### config.mk
export PLATFORM = sky130hd
export DESIGN_NAME = msi_bank
export DESIGN_NICKNAME = d
export VERILOG_FILES = /design/src/rtl/msi_bank.sv
export SDC_FILE = /design/constraint.sdc
export NUM_CORES = 1
export LEC_CHECK = 0
export ABC_CLOCK_PERIOD_IN_PS = 1580
export BUFFER_PORTS_ARGS = -buffer_cell sky130_fd_sc_hd__buf_2
export CORE_ASPECT_RATIO = 0.75
export CORE_MARGIN = 1
export CORE_UTILIZATION = 42
export CTS_CLUSTER_DIAMETER = 150
export DETAILED_ROUTE_END_ITERATION = 6
export SYNTH_ARGS = -nofsm -noshare
export SYNTH_HDL_FRONTEND = slang
export SYNTH_SLANG_ARGS = --single-unit
### constraint.sdc
create_clock -name clk -period 1.58 [get_ports clk]
set_clock_uncertainty 0.05 [all_clocks]
set_input_delay 0.079 -clock clk [delete_from_list [all_inputs] [get_ports clk]]
set_output_delay 0.079 -clock clk [all_outputs]
set_load 0.1 [all_outputs]
### src/rtl/msi_bank.sv
module msi_bank #(
  parameter int NUM_REGS   = 8,
  parameter int DATA_W     = 32,
  parameter int ADDR_W     = 12,
  parameter int STRIDE_LSB = 4,
  parameter int INDEX_OFS  = 'h140,
  parameter int SUMMARY_OFS = 'h120,
  parameter int SEL_LSB    = 29,
  parameter int BIT_LSB    = 24
) (
  input  logic              clk,
  input  logic              rst_n,
  input  logic              wr_en,
  input  logic [ADDR_W-1:0] wr_addr,
  input  logic [DATA_W-1:0] wr_data,
  input  logic              rd_en,
  input  logic [ADDR_W-1:0] rd_addr,
  output logic [DATA_W-1:0] rd_data,
  output logic [NUM_REGS-1:0] irq_o
);
  localparam int SEL_W  = $clog2(NUM_REGS);
  localparam int BIT_W  = $clog2(DATA_W);
  localparam int PEND_END = NUM_REGS << STRIDE_LSB;

  logic [DATA_W-1:0] pend [NUM_REGS];
  logic [NUM_REGS-1:0] nz;

  logic wr_aligned, rd_aligned, idx_wr, rd_pend;
  logic [SEL_W-1:0] set_sel, rd_reg;
  logic [BIT_W-1:0] set_bit;
  logic unused_ok;

  assign wr_aligned = wr_addr[STRIDE_LSB-1:0] == '0;
  assign rd_aligned = rd_addr[STRIDE_LSB-1:0] == '0;
  assign idx_wr     = wr_en && wr_aligned && (32'(wr_addr) == INDEX_OFS);
  assign set_sel    = wr_data[SEL_LSB +: SEL_W];
  assign set_bit    = wr_data[BIT_LSB +: BIT_W];
  assign rd_reg     = rd_addr[STRIDE_LSB +: SEL_W];
  assign rd_pend    = rd_en && rd_aligned && (32'(rd_addr) < PEND_END);
  assign unused_ok  = ^{wr_data[BIT_LSB-1:0]};

  for (genvar g = 0; g < NUM_REGS; g++) begin : g_reg
    logic hit_set, hit_clr;
    assign hit_set = idx_wr && (set_sel == SEL_W'(g));
    assign hit_clr = rd_pend && (rd_reg == SEL_W'(g));
    always_ff @(posedge clk) begin
      if (!rst_n) pend[g] <= '0;
      else pend[g] <= (hit_clr ? '0 : pend[g]) |
                      (hit_set ? (DATA_W'(1) << set_bit) : '0);
    end
    assign nz[g] = |pend[g];
  end

  assign irq_o = nz;

  always_comb begin
    if (!rd_aligned)                          rd_data = '1;
    else if (32'(rd_addr) < PEND_END)         rd_data = pend[rd_reg];
    else if (32'(rd_addr) == SUMMARY_OFS)     rd_data = DATA_W'(nz);
    else                                      rd_data = '0;
  end

  assert_reset_clear_R1: assert property (@(posedge clk)
    !rst_n |=> irq_o == '0);

  assert_post_raises_R3: assert property (@(posedge clk) disable iff (!rst_n)
    idx_wr |=> irq_o[$past(set_sel)]);

  assert_read_clears_R4: assert property (@(posedge clk) disable iff (!rst_n)
    (rd_pend && !(idx_wr && set_sel == rd_reg)) |=> !irq_o[$past(rd_reg)]);

  assert_summary_quiet_R5: assert property (@(posedge clk) disable iff (!rst_n)
    (rd_en && 32'(rd_addr) == SUMMARY_OFS && !wr_en) |=> $stable(irq_o));

  assert_misaligned_ones_R6: assert property (@(posedge clk) disable iff (!rst_n)
    (rd_en && !rd_aligned) |-> rd_data == '1);

  assert_misaligned_wr_R6: assert property (@(posedge clk) disable iff (!rst_n)
    (wr_en && !wr_aligned && !rd_en) |=> $stable(irq_o));

  assert_merge_keeps_R9: assert property (@(posedge clk) disable iff (!rst_n)
    (rd_pend && idx_wr && set_sel == rd_reg) |=>
      pend[$past(rd_reg)] == (DATA_W'(1) << $past(set_bit)));
endmodule

# Yosys cells after proc, flatten, opt, wreduce, memory -nomap -nowiden
# Memory sizes are Yosys's and may differ from the RTL's.
# Cells that the tools add are included.
dict set report classes {
  n_reduce_logical 32
  mux 29
  shift 1
  n_bitwise 16
  n_eq_ne 16
  n_lt_le_gt_ge 1
}
# cell n
set op_table {}
lappend op_table {{$mux W32} 26}
lappend op_table {{$or A32 B32 Y32} 8}
lappend op_table {{$reduce_or A32 Y1} 8}
lappend op_table {{$shl A1 B5 Y32 const A} 1}
lappend op_table {{$eq A12 B9 Y1 const B} 2}
lappend op_table {{$eq A3 B3 Y1 const B} 8}
lappend op_table {{$logic_and A1 B1 Y1} 20}
lappend op_table {{$eq A3 B2 Y1 const B} 4}
lappend op_table {{$lt A12 B8 Y1 const B} 1}
lappend op_table {{$logic_not A4 Y1} 2}
lappend op_table {{$mux W8} 1}
lappend op_table {{$or A1 B1 Y1} 8}
lappend op_table {{$eq A3 B1 Y1 const B} 2}
lappend op_table {{$logic_not A3 Y1} 2}
lappend op_table {{$mux W1} 2}
dict set report totals {
  elab_cells 96
  inputBits 60
  memories 1
  mem_bits_rw 256
  output_inout_bits 40
  ff_bits 0
}
# name depth width rd rd_ports_with_merged_regs wr line_no
set memory_table {}
lappend memory_table {pend 8 32 9 0 8 25} ;# logic [DATA_W-1:0] pend [NUM_REGS];

# Depth between registers and ports, before layout
# Gate-level depths: netlist of run 1.
dict set report logic_depth {
  word_depth 7
  mapped_depth 7
}

# Least setup slack after synthesis of run 1
# OpenSTA, ideal clock, no wires.
dict set report synth_timing {
  path_kind {input -> output}
  from {input port rd_addr[11]}
  to {output port rd_data[26]}
  cell_stages 4
  setup_slack_ps -1831
  required_time_ps 1451
  path_buffers 1
  arrival_ps 3282
  cell_sequence {or4_4 > or2_2 > clkbuf_1 > o21ai_0}
}
dict set report synth_between {
  elab_chain_cells 3
}
# element line_no
set synth_lines {}
lappend synth_lines {{from (decl)} 17} ;# input logic [ADDR_W-1:0] rd_addr,
lappend synth_lines {{$lt A12 B8 Y1} 58} ;# else if (32'(rd_addr) < PEND_END) rd_data = pend[rd_reg];
lappend synth_lines {{$mux W32} 58}
lappend synth_lines {{$mux W32} 57} ;# if (!rd_aligned) rd_data = '1;
lappend synth_lines {{to (decl)} 18} ;# output logic [DATA_W-1:0] rd_data,
# Every way passes these cells.

==> results.cfg, run 1 <==
[status]
status = finished, violations left
failed_checks = negative setup slack

[synthesis]
ys_async_sr_fraction_pct = 0
synth_compound_area_share_pct = 23.4
synth-simple-area-share_pct = 9.09
synth-seq-cells = 256
synthXorXnorAreaFrac_pct = 0
yosysSeqAreaShare_pct = 47.0
synth_area_leaders = dfxtp_1 47%, a22o_1 20%, mux4_2 12%, nor4_1 3.7%, mux2i_1 3.5%
synth_top_family_by_area = compound AO/OA/AOI/OAI gates
muxShareOfSynthArea_pct = 15.9
netlist_instances = 910
netlist.area_leader.share_pct = 47.0
synth_nets = 970
syn_area_per_cell_um2 = 12.0
ys_types = 34
synthesis.area_um2 = 10900
synth_edf_count = 0
synthAdderAreaFrac_pct = 0
ys.flop_type = dfxtp_1
yosysTopAreaCell = dfxtp_1
ys_warn_count = 0

[min_path]
hold_path.class = in2reg

[final_layout]
largest_reg_flops = 256
reg_top3 = pend (256)
area_growth_pct = 48.4
design_area_um2 = 16200
final_nets = 1248
top_register = pend
layout-drive-gt1-share_pct = 51.3
final_cell_mix = 252 x a22o_1, 185 x dfxtp_1, 177 x buf_4, 67 x buf_12, 64 x dfxtp_2
final_common_cell = a22o_1
stdcell_count = 1546

[floorplanning]
dieArea_um2 = 26600
io_pins = 100
initial_core_util_pct = 43.2
core_um2 = 25200
die_x_um = 188
rows = 50
dieHeight_um = 142

[pwr]
cellPowerDensity_nw_per_um2 = 825
power.internal_mw = 10.2
max-vdd-ir-drop_v = 0.000738
netSwitchingFraction_pct = 23.3
seqPwrFrac_pct = 48.2
comb_power_share_pct = 7.2
p_leak_nw = 6.50
pwr-share-clk_pct = 44.6
switching_power_mw = 3.10

[clocking]
cts_tree = yes
root_buffer = clkbuf_16
clkTransAtPathRegs_ns = 0.06
clk-insertion-delay-late_ns = 0.53
cts.path.max_buffers = 3
h-tree-depth = 1
cts.sinks = 256
cts_made_buffers = 25
cts-hold-fix-buffers = 0

[setup_path]
worstSetupStartpointType = flip-flop
required_ns = 1.45
crit_chain = nor4_4 -> buf_4 -> nand4_1 -> nor2_2 -> buf_6 -> o221ai_4 -> buf_12
critPathArrivalTime_ns = 2.23
worstSetupPathType = reg2out
path_max_fanout = 3
max_stage_delay_ns = 0.36
crit_family = simple AND/OR/NAND/NOR gates
endpoint_kind = output port
crit_slowest_cell = dfxtp_4
worst-path-buf-inv = 3

[detailed_routing]
vias = 9657
first_iter_violations = 953
drt_drc_violations_left = 0
postRouteWirelength_um = 38300
drt-wirelength-per-cell_um = 24.8
drt_first_pass_iters = 5
via_per_inst = 6.25
ant_nets = 0

[sta]
fin_setup_tns_ns = -21.79
tightest_slew_ns = 0.358
fmax_mhz = 423
relSlewSlack_pct = 75.5
hold_viol_final = 0
report.final.slew_viol_count = 0
setup_viol = 40
hold_ws_ns = 0.0988
period_needed_ns = 2.36
setup_slack_ns = -0.783
rsz0062_at_grt = yes
fin_crit_sh_pct = 150

[placement]
dp_hpwl_um = 27100
place_congestion = 0.879
place_area_um2 = 14100
port_buffers = 75
pre_cts_ws_ns = -0.353
dp.cells = 1484

[global_route]
grt_first_pass_wirelength_um = 58300
grt_pass1_vias = 9269
grtUsageTotal_pct = 28.7
antenna_found_initial = 1
grt-ovfl-total = 0
grt_start_max_net_pins = 33

[run]
max_cap_viol_count = 0
## metal layers
layer	share of wire [%]	track usage (%)
met5	0.034	0
met4	2.4	8.09
met3	9.4	5.32
met2	41	40.2
met1	47	44.5
## stage by stage
stage / utilization [%] / total power [mW]
floorplan: - / 7.18
global placement: 56.1 / 7.51
detailed placement: 56.1 / 7.52
CTS: 63.2 / 13.4
global route: 64.2 / 13.7
finish: 64.2 / 13.3
## worst register-to-register path, cell delays in order, from the launching register on
cell and delay (ns):
dfxtp_2 0.33, buf_6 0.11, buf_4 0.12, a22o_1 0.23
## logic make-up (layout without fill, tap and decap cells)
group,after synthesis,after routing
muxes,98,98
and+or+nand+nor,170,170
buffers and inverters,86,383
DFF,256,256
AOI/OAI and AO/OA,300,300
other,0,1
## final cells by class
cell class                      instances  area, µm²
Fill cell                            1904       9030
Antenna cell                            1       2.50
Inverter                                8       42.5
Timing Repair Buffer                  329       3450
Sequential cell                       256       5230
Multi-Input combinational cell        568       6220
Tap cell                              338        423
Clock inverter                          8       68.8
Clock buffer                           38        744
## Yosys cell counts (8+ instances only)
library cell,n
nor4_1,65
nand4_1,21
dfxtp_1,256
clkbuf_1,30
mux4_2,60
inv_1,8
a21boi_2,8
buf_6,18
buf_2,20
nor2_1,49
a22o_1,252
mux2i_1,38
o21ai_0,24
## power groups by stage
stage | combinational (mW) | sequential [mW] | clock [mW]
detailed placement | 0.920 | 6.60 | 0
global placement | 0.916 | 6.60 | 0
floorplan | 0.586 | 6.60 | 0
global route | 1.00 | 6.43 | 6.25
CTS | 0.951 | 6.45 | 6.00
finish | 0.960 | 6.44 | 5.95
## worst paths after layout
| kind | from | end | slack, ns | cells past startpoint |
|---|---|---|---|---|
| worst min register to register | pend[7][10] | pend[7][10] | 0.45 | 1 |
| worst max register to register | pend[4][13] | pend[4][13] | 0.62 | 3 |
| worst max-delay path | pend[5][18] | rd_data[5] | -0.78 | 7 |
| worst min-delay path | wr_data[29] | pend[2][12] | 0.1 | 4 |
## repair_timing
action	in CTS	in global routing
resized for setup	231	50
buffers inserted	15	2
endpoints found under the setup margin	40	40
hold endpoints to repair	0	0
pin swaps	60	23
gates cloned	0	0
Power figures use the tool's default switching activity.
==> run 2, diff against run 1 <==
--- a/config.mk
+++ b/config.mk
@@ -9,9 +9,11 @@
 export BUFFER_PORTS_ARGS = -buffer_cell sky130_fd_sc_hd__buf_2
 export CORE_ASPECT_RATIO = 0.75
 export CORE_MARGIN = 1
-export CORE_UTILIZATION = 42
+export CORE_UTILIZATION = 53
 export CTS_CLUSTER_DIAMETER = 150
 export DETAILED_ROUTE_END_ITERATION = 6
+export GPL_ROUTABILITY_DRIVEN = 0
+export PLACE_DENSITY = 0.75
 export SYNTH_ARGS = -nofsm -noshare
 export SYNTH_HDL_FRONTEND = slang
 export SYNTH_SLANG_ARGS = --single-unit
==> run 2 against run 1 <==
  * Count of clock-buffer cells in the layout shrank 6
  * Non-clock buffer count down 30
  * The run still ends with negative setup slack left
  * Via count up 5.8%
  * Utilization up 13 points
  * Sequential power about the same
  * Maximum frequency increased by 2.1%
  * Die area shrank 21%
==> results.cfg, run 2 (synthesis results as in run 1) <==
[status]
status = finished, violations left
failed_checks = negative setup slack

[sta]
tightest_slew_ns = 0.410
hold_viol_final = 0
period_needed_ns = 2.31
setup_viol = 40
setup_slack_ns = -0.735
hold_ws_ns = 0.115
fmax_mhz = 432
relSlewSlack_pct = 72.5
fin_crit_sh_pct = 147
fin_setup_tns_ns = -23.85
report.final.slew_viol_count = 0
rsz0062_at_grt = yes

[final_layout]
final_cell_mix = 252 x a22o_1, 185 x dfxtp_1, 147 x buf_4, 66 x buf_12, 66 x dfxtp_2
reg_top3 = pend (256)
largest_reg_flops = 256
final_nets = 1218
area_growth_pct = 43.7
top_register = pend
final_common_cell = a22o_1
layout-drive-gt1-share_pct = 49.8
finish.utilization_pct = 77.5

[floorplanning]
io_pins = 100
initial_core_util_pct = 53.9
rows = 45
core_um2 = 20200
dieHeight_um = 126
dieArea_um2 = 21100
die_x_um = 168

[pwr]
comb_power_share_pct = 6.9
finalPower_mw = 13.4
seqPwrFrac_pct = 48.1
cellPowerDensity_nw_per_um2 = 854
power.internal_mw = 10.2
max-vdd-ir-drop_v = 0.000717
netSwitchingFraction_pct = 23.5
switching_power_mw = 3.15
pwr-share-clk_pct = 44.9
p_leak_nw = 6.31

[global_route]
grt_start_max_net_pins = 33
use_met1_pct = 50.6
use_met2_pct = 55.8
grtUsageTotal_pct = 36.8
grt-ovfl-total = 0
grt_first_pass_wirelength_um = 59800
grt-busiest-layer = met2
antenna_found_initial = 2
grt_pass1_vias = 9691
grt_util_met3_pct = 9.59

[detailed_routing]
postRouteWirelength_um = 40700
drt_first_pass_iters = 6
vias = 10200
drt_drc_violations_left = 0
drt-wirelength-per-cell_um = 28.5
first_iter_violations = 1438
ant_nets = 0
via_per_inst = 7.15

[placement]
dp_hpwl_um = 25400
pre_cts_ws_ns = -0.418
port_buffers = 75

[clocking]
cts.path.max_buffers = 3
cts-hold-fix-buffers = 0
clk-insertion-delay-late_ns = 0.53
cts_tree = yes
cts.sinks = 256
root_buffer = clkbuf_16
cts_made_buffers = 25
h-tree-depth = 1
clkTransAtPathRegs_ns = 0.07

[min_path]
hold_path.class = in2reg
hold_end = pend[2][10]
holdPathStages = 4
min_from = wr_data[29]

[setup_path]
r2r-end = pend[6][25]
critPathArrivalTime_ns = 2.19
endpoint_kind = output port
r2r_setup_slack_ns = 0.60
worstSetupStartpointType = flip-flop
path_max_fanout = 2
reg2reg_from = pend[6][25]
worstSetupPathType = reg2out
required_ns = 1.45
rr_worst_depth = 3

[run]
max_cap_viol_count = 0
[run 2: layout make-up]
class                   instances  area, µm²
multi-input cells             568       6090
inverters                       8       37.5
flip-flops and latches        256       5230
clock buffers                  32        702
fillers                      1150       4550
repair buffers                299       3190
clock inverters                 7       88.8
diodes                          1       2.50
well taps                     258        323
[run 2: how the worst max path moves through the flow]
stage	startpoint	end	slack (ns)	cells past startpoint
3_5_place_dp	rd_addr[11]	pend[2][8]	-0.42	7
6_report	pend[0][29]	rd_data[0]	-0.73	6
5_1_grt	pend[5][15]	rd_data[5]	-0.75	6
4_1_cts	pend[4][30]	rd_data[30]	-0.63	6
2_1_floorplan	rd_addr[11]	rd_data[2]	-1.22	4
3_3_place_gp	rd_addr[11]	pend[2][9]	-0.36	7
[run 2: timing repair]
action	4_1_cts	5_1_grt
setup buffers	6	12
setup endpoints to repair	40	40
pin swaps	41	29
hold endpoints to repair	0	0
gates resized for setup	175	68
[run 2: worst max-delay path, cell delays in order (launching register included)]
cell      delay, ns
dfxtp_1        0.35
nor4_4         0.29
nand4_1        0.29
nor2_1         0.22
buf_4          0.17
o221ai_2       0.13
buf_12         0.19
[run 2: routing by layer]
metal / vias to the layer above / routed length (µm)
met2: 818 / 18000
li1: 4196 / -
met3: 148 / 5090
met1: 5054 / 15700
met4: 2 / 1930
met5: - / 8
[run 2: power groups by stage]
stage | clock [mW] | sequential, mW | combinational (mW)
finish | 6.01 | 6.44 | 0.928
global placement | 0 | 6.60 | 0.886
CTS | 5.91 | 6.45 | 0.908
global route | 6.27 | 6.44 | 0.958
floorplan | 0 | 6.60 | 0.586
detailed placement | 0 | 6.60 | 0.899
[run 2: per-stage QoR]
stage,area (µm²),instances
global placement,13800,1371
global route,15700,1428
CTS,15300,1416
finish,15700,1429
detailed placement,13800,1371
floorplan,11300,910
==> run 3, diff against run 2 <==
--- a/config.mk
+++ b/config.mk
@@ -14,6 +14,8 @@
 export DETAILED_ROUTE_END_ITERATION = 6
 export GPL_ROUTABILITY_DRIVEN = 0
 export PLACE_DENSITY = 0.75
+export RECOVER_POWER = 100
+export SLEW_MARGIN = 20
 export SYNTH_ARGS = -nofsm -noshare
 export SYNTH_HDL_FRONTEND = slang
 export SYNTH_SLANG_ARGS = --single-unit
==> run 3 against run 2 <==
  * The run still ends with negative setup slack left
  * Register-to-register slack hardly changed
  * Die area stayed put
  * Final cell count stayed put
  * Non-clock buffer count stayed put
  * Critical endpoint is now rd_data[5]
  * Power is 0.14% lower
  * Combinational power is 2% lower
  * Setup slack worse by 0.0025 ns
==> results.cfg, run 3 (synthesis results as in run 1) <==
[status]
status = finished, violations left
failed_checks = negative setup slack

[pwr]
cellPowerDensity_nw_per_um2 = 857
netSwitchingFraction_pct = 23.5
seqPwrFrac_pct = 48.2
p_leak_nw = 6.28
switching_power_mw = 3.14
power.internal_mw = 10.2
pwr-share-clk_pct = 45.0
comb_power_share_pct = 6.8
max-vdd-ir-drop_v = 0.000710

[floorplanning]
rows = 45
core_um2 = 20200
die_x_um = 168
dieArea_um2 = 21100
dieHeight_um = 126
io_pins = 100
initial_core_util_pct = 53.9

[setup_path]
worstSetupStartpointType = flip-flop
r2r_setup_slack_ns = 0.60
endpoint_kind = output port
required_ns = 1.45
worstSetupPathType = reg2out
path_max_fanout = 3
critPathArrivalTime_ns = 2.19

[run]
max_cap_viol_count = 0

[min_path]
hold_path.class = in2reg

[clocking]
cts.path.max_buffers = 3
h-tree-depth = 1
cts_made_buffers = 25
clkTransAtPathRegs_ns = 0.07
cts.sinks = 256
root_buffer = clkbuf_16
cts_tree = yes
clk-insertion-delay-late_ns = 0.53
cts-hold-fix-buffers = 0

[sta]
fin_setup_tns_ns = -28.90
fmax_mhz = 432
fin_crit_sh_pct = 147
setup_slack_ns = -0.737
hold_viol_final = 0
rsz0062_at_grt = yes
report.final.slew_viol_count = 0
relSlewSlack_pct = 65.9
period_needed_ns = 2.32
tightest_slew_ns = 0.508
setup_viol = 134

[final_layout]
final_common_cell = a22o_1
finish.utilization_pct = 77.1
top_register = pend
final_cell_mix = 252 x a22o_1, 185 x dfxtp_1, 148 x buf_4, 66 x dfxtp_2, 61 x buf_12
stdcell_count = 1429
reg_top3 = pend (256)
final_nets = 1218
largest_reg_flops = 256
layout-drive-gt1-share_pct = 49.6
area_growth_pct = 43.0

[detailed_routing]
vias = 10200
via_per_inst = 7.14
first_iter_violations = 1362
ant_nets = 0
postRouteWirelength_um = 40700
drt-wirelength-per-cell_um = 28.5
drt_first_pass_iters = 5
drt_drc_violations_left = 0

[global_route]
grt_first_pass_wirelength_um = 59800
grt_pass1_vias = 9691
grtUsageTotal_pct = 36.8
grt-ovfl-total = 0
antenna_found_initial = 2
grt_start_max_net_pins = 33

[placement]
dp.cells = 1371
port_buffers = 75
dp_hpwl_um = 25400
-- run 3: path summary, 6_finish.rpt --
check,start,endpoint,cells past startpoint
worst max-delay path,pend[5][15],rd_data[5],6
worst min-delay path,wr_data[28],pend[2][10],4
worst min register to register,pend[7][11],pend[7][11],1
worst max register to register,pend[6][25],pend[6][25],3
-- run 3: worst max-delay path: stages, from the launching register on --
cell and delay [ns]:
dfxtp_2 0.35, nor4_2 0.32, nand4_1 0.31, nor2_1 0.19, buf_4 0.16, o221ai_2 0.13
buf_12 0.19
-- run 3: layout make-up --
type,count,area [µm²]
antenna,1,2.50
clock inverter,7,88.8
tap,258,323
clock buffer,32,702
multi-input combinational,568,6070
fill,1162,4620
timing repair buffer,299,3140
sequential,256,5230
inverter,8,37.5
-- run 3: per-layer routing --
layer	vias to the layer above	track usage, %	wire, µm
met5	-	0	8
met4	2	13.8	1900
met3	138	9.59	5300
met2	862	55.8	17900
met1	5023	50.6	15600
li1	4185	-	-
-- run 3: power groups by stage --
| stage | combinational, mW | sequential, mW | clock (mW) |
|---|---|---|---|
| floorplan | 0.586 | 6.60 | 0 |
| global placement | 0.886 | 6.60 | 0 |
| detailed placement | 0.899 | 6.60 | 0 |
| CTS | 0.908 | 6.45 | 5.91 |
| global route | 0.940 | 6.44 | 6.27 |
| finish | 0.911 | 6.44 | 6.01 |
-- run 3: stage by stage --
stage          hold WS [ns]  instance area [µm²]  setup WS (ns)  power [mW]
6_report              0.120                15600         -0.737        13.4
5_1_grt               0.132                15600         -0.755        13.6
4_1_cts               0.116                15300         -0.631        13.3
3_5_place_dp          0.435                13800         -0.418        7.50
3_3_place_gp          0.427                13800         -0.363        7.48
2_1_floorplan         0.335                11300          -1.22        7.18
-- run 3: what timing repair did --
item | CTS | global route
buffers inserted | 6 | 12
gates resized for setup | 175 | 68
pin swaps | 41 | 29
endpoints found under the setup margin | 40 | 40
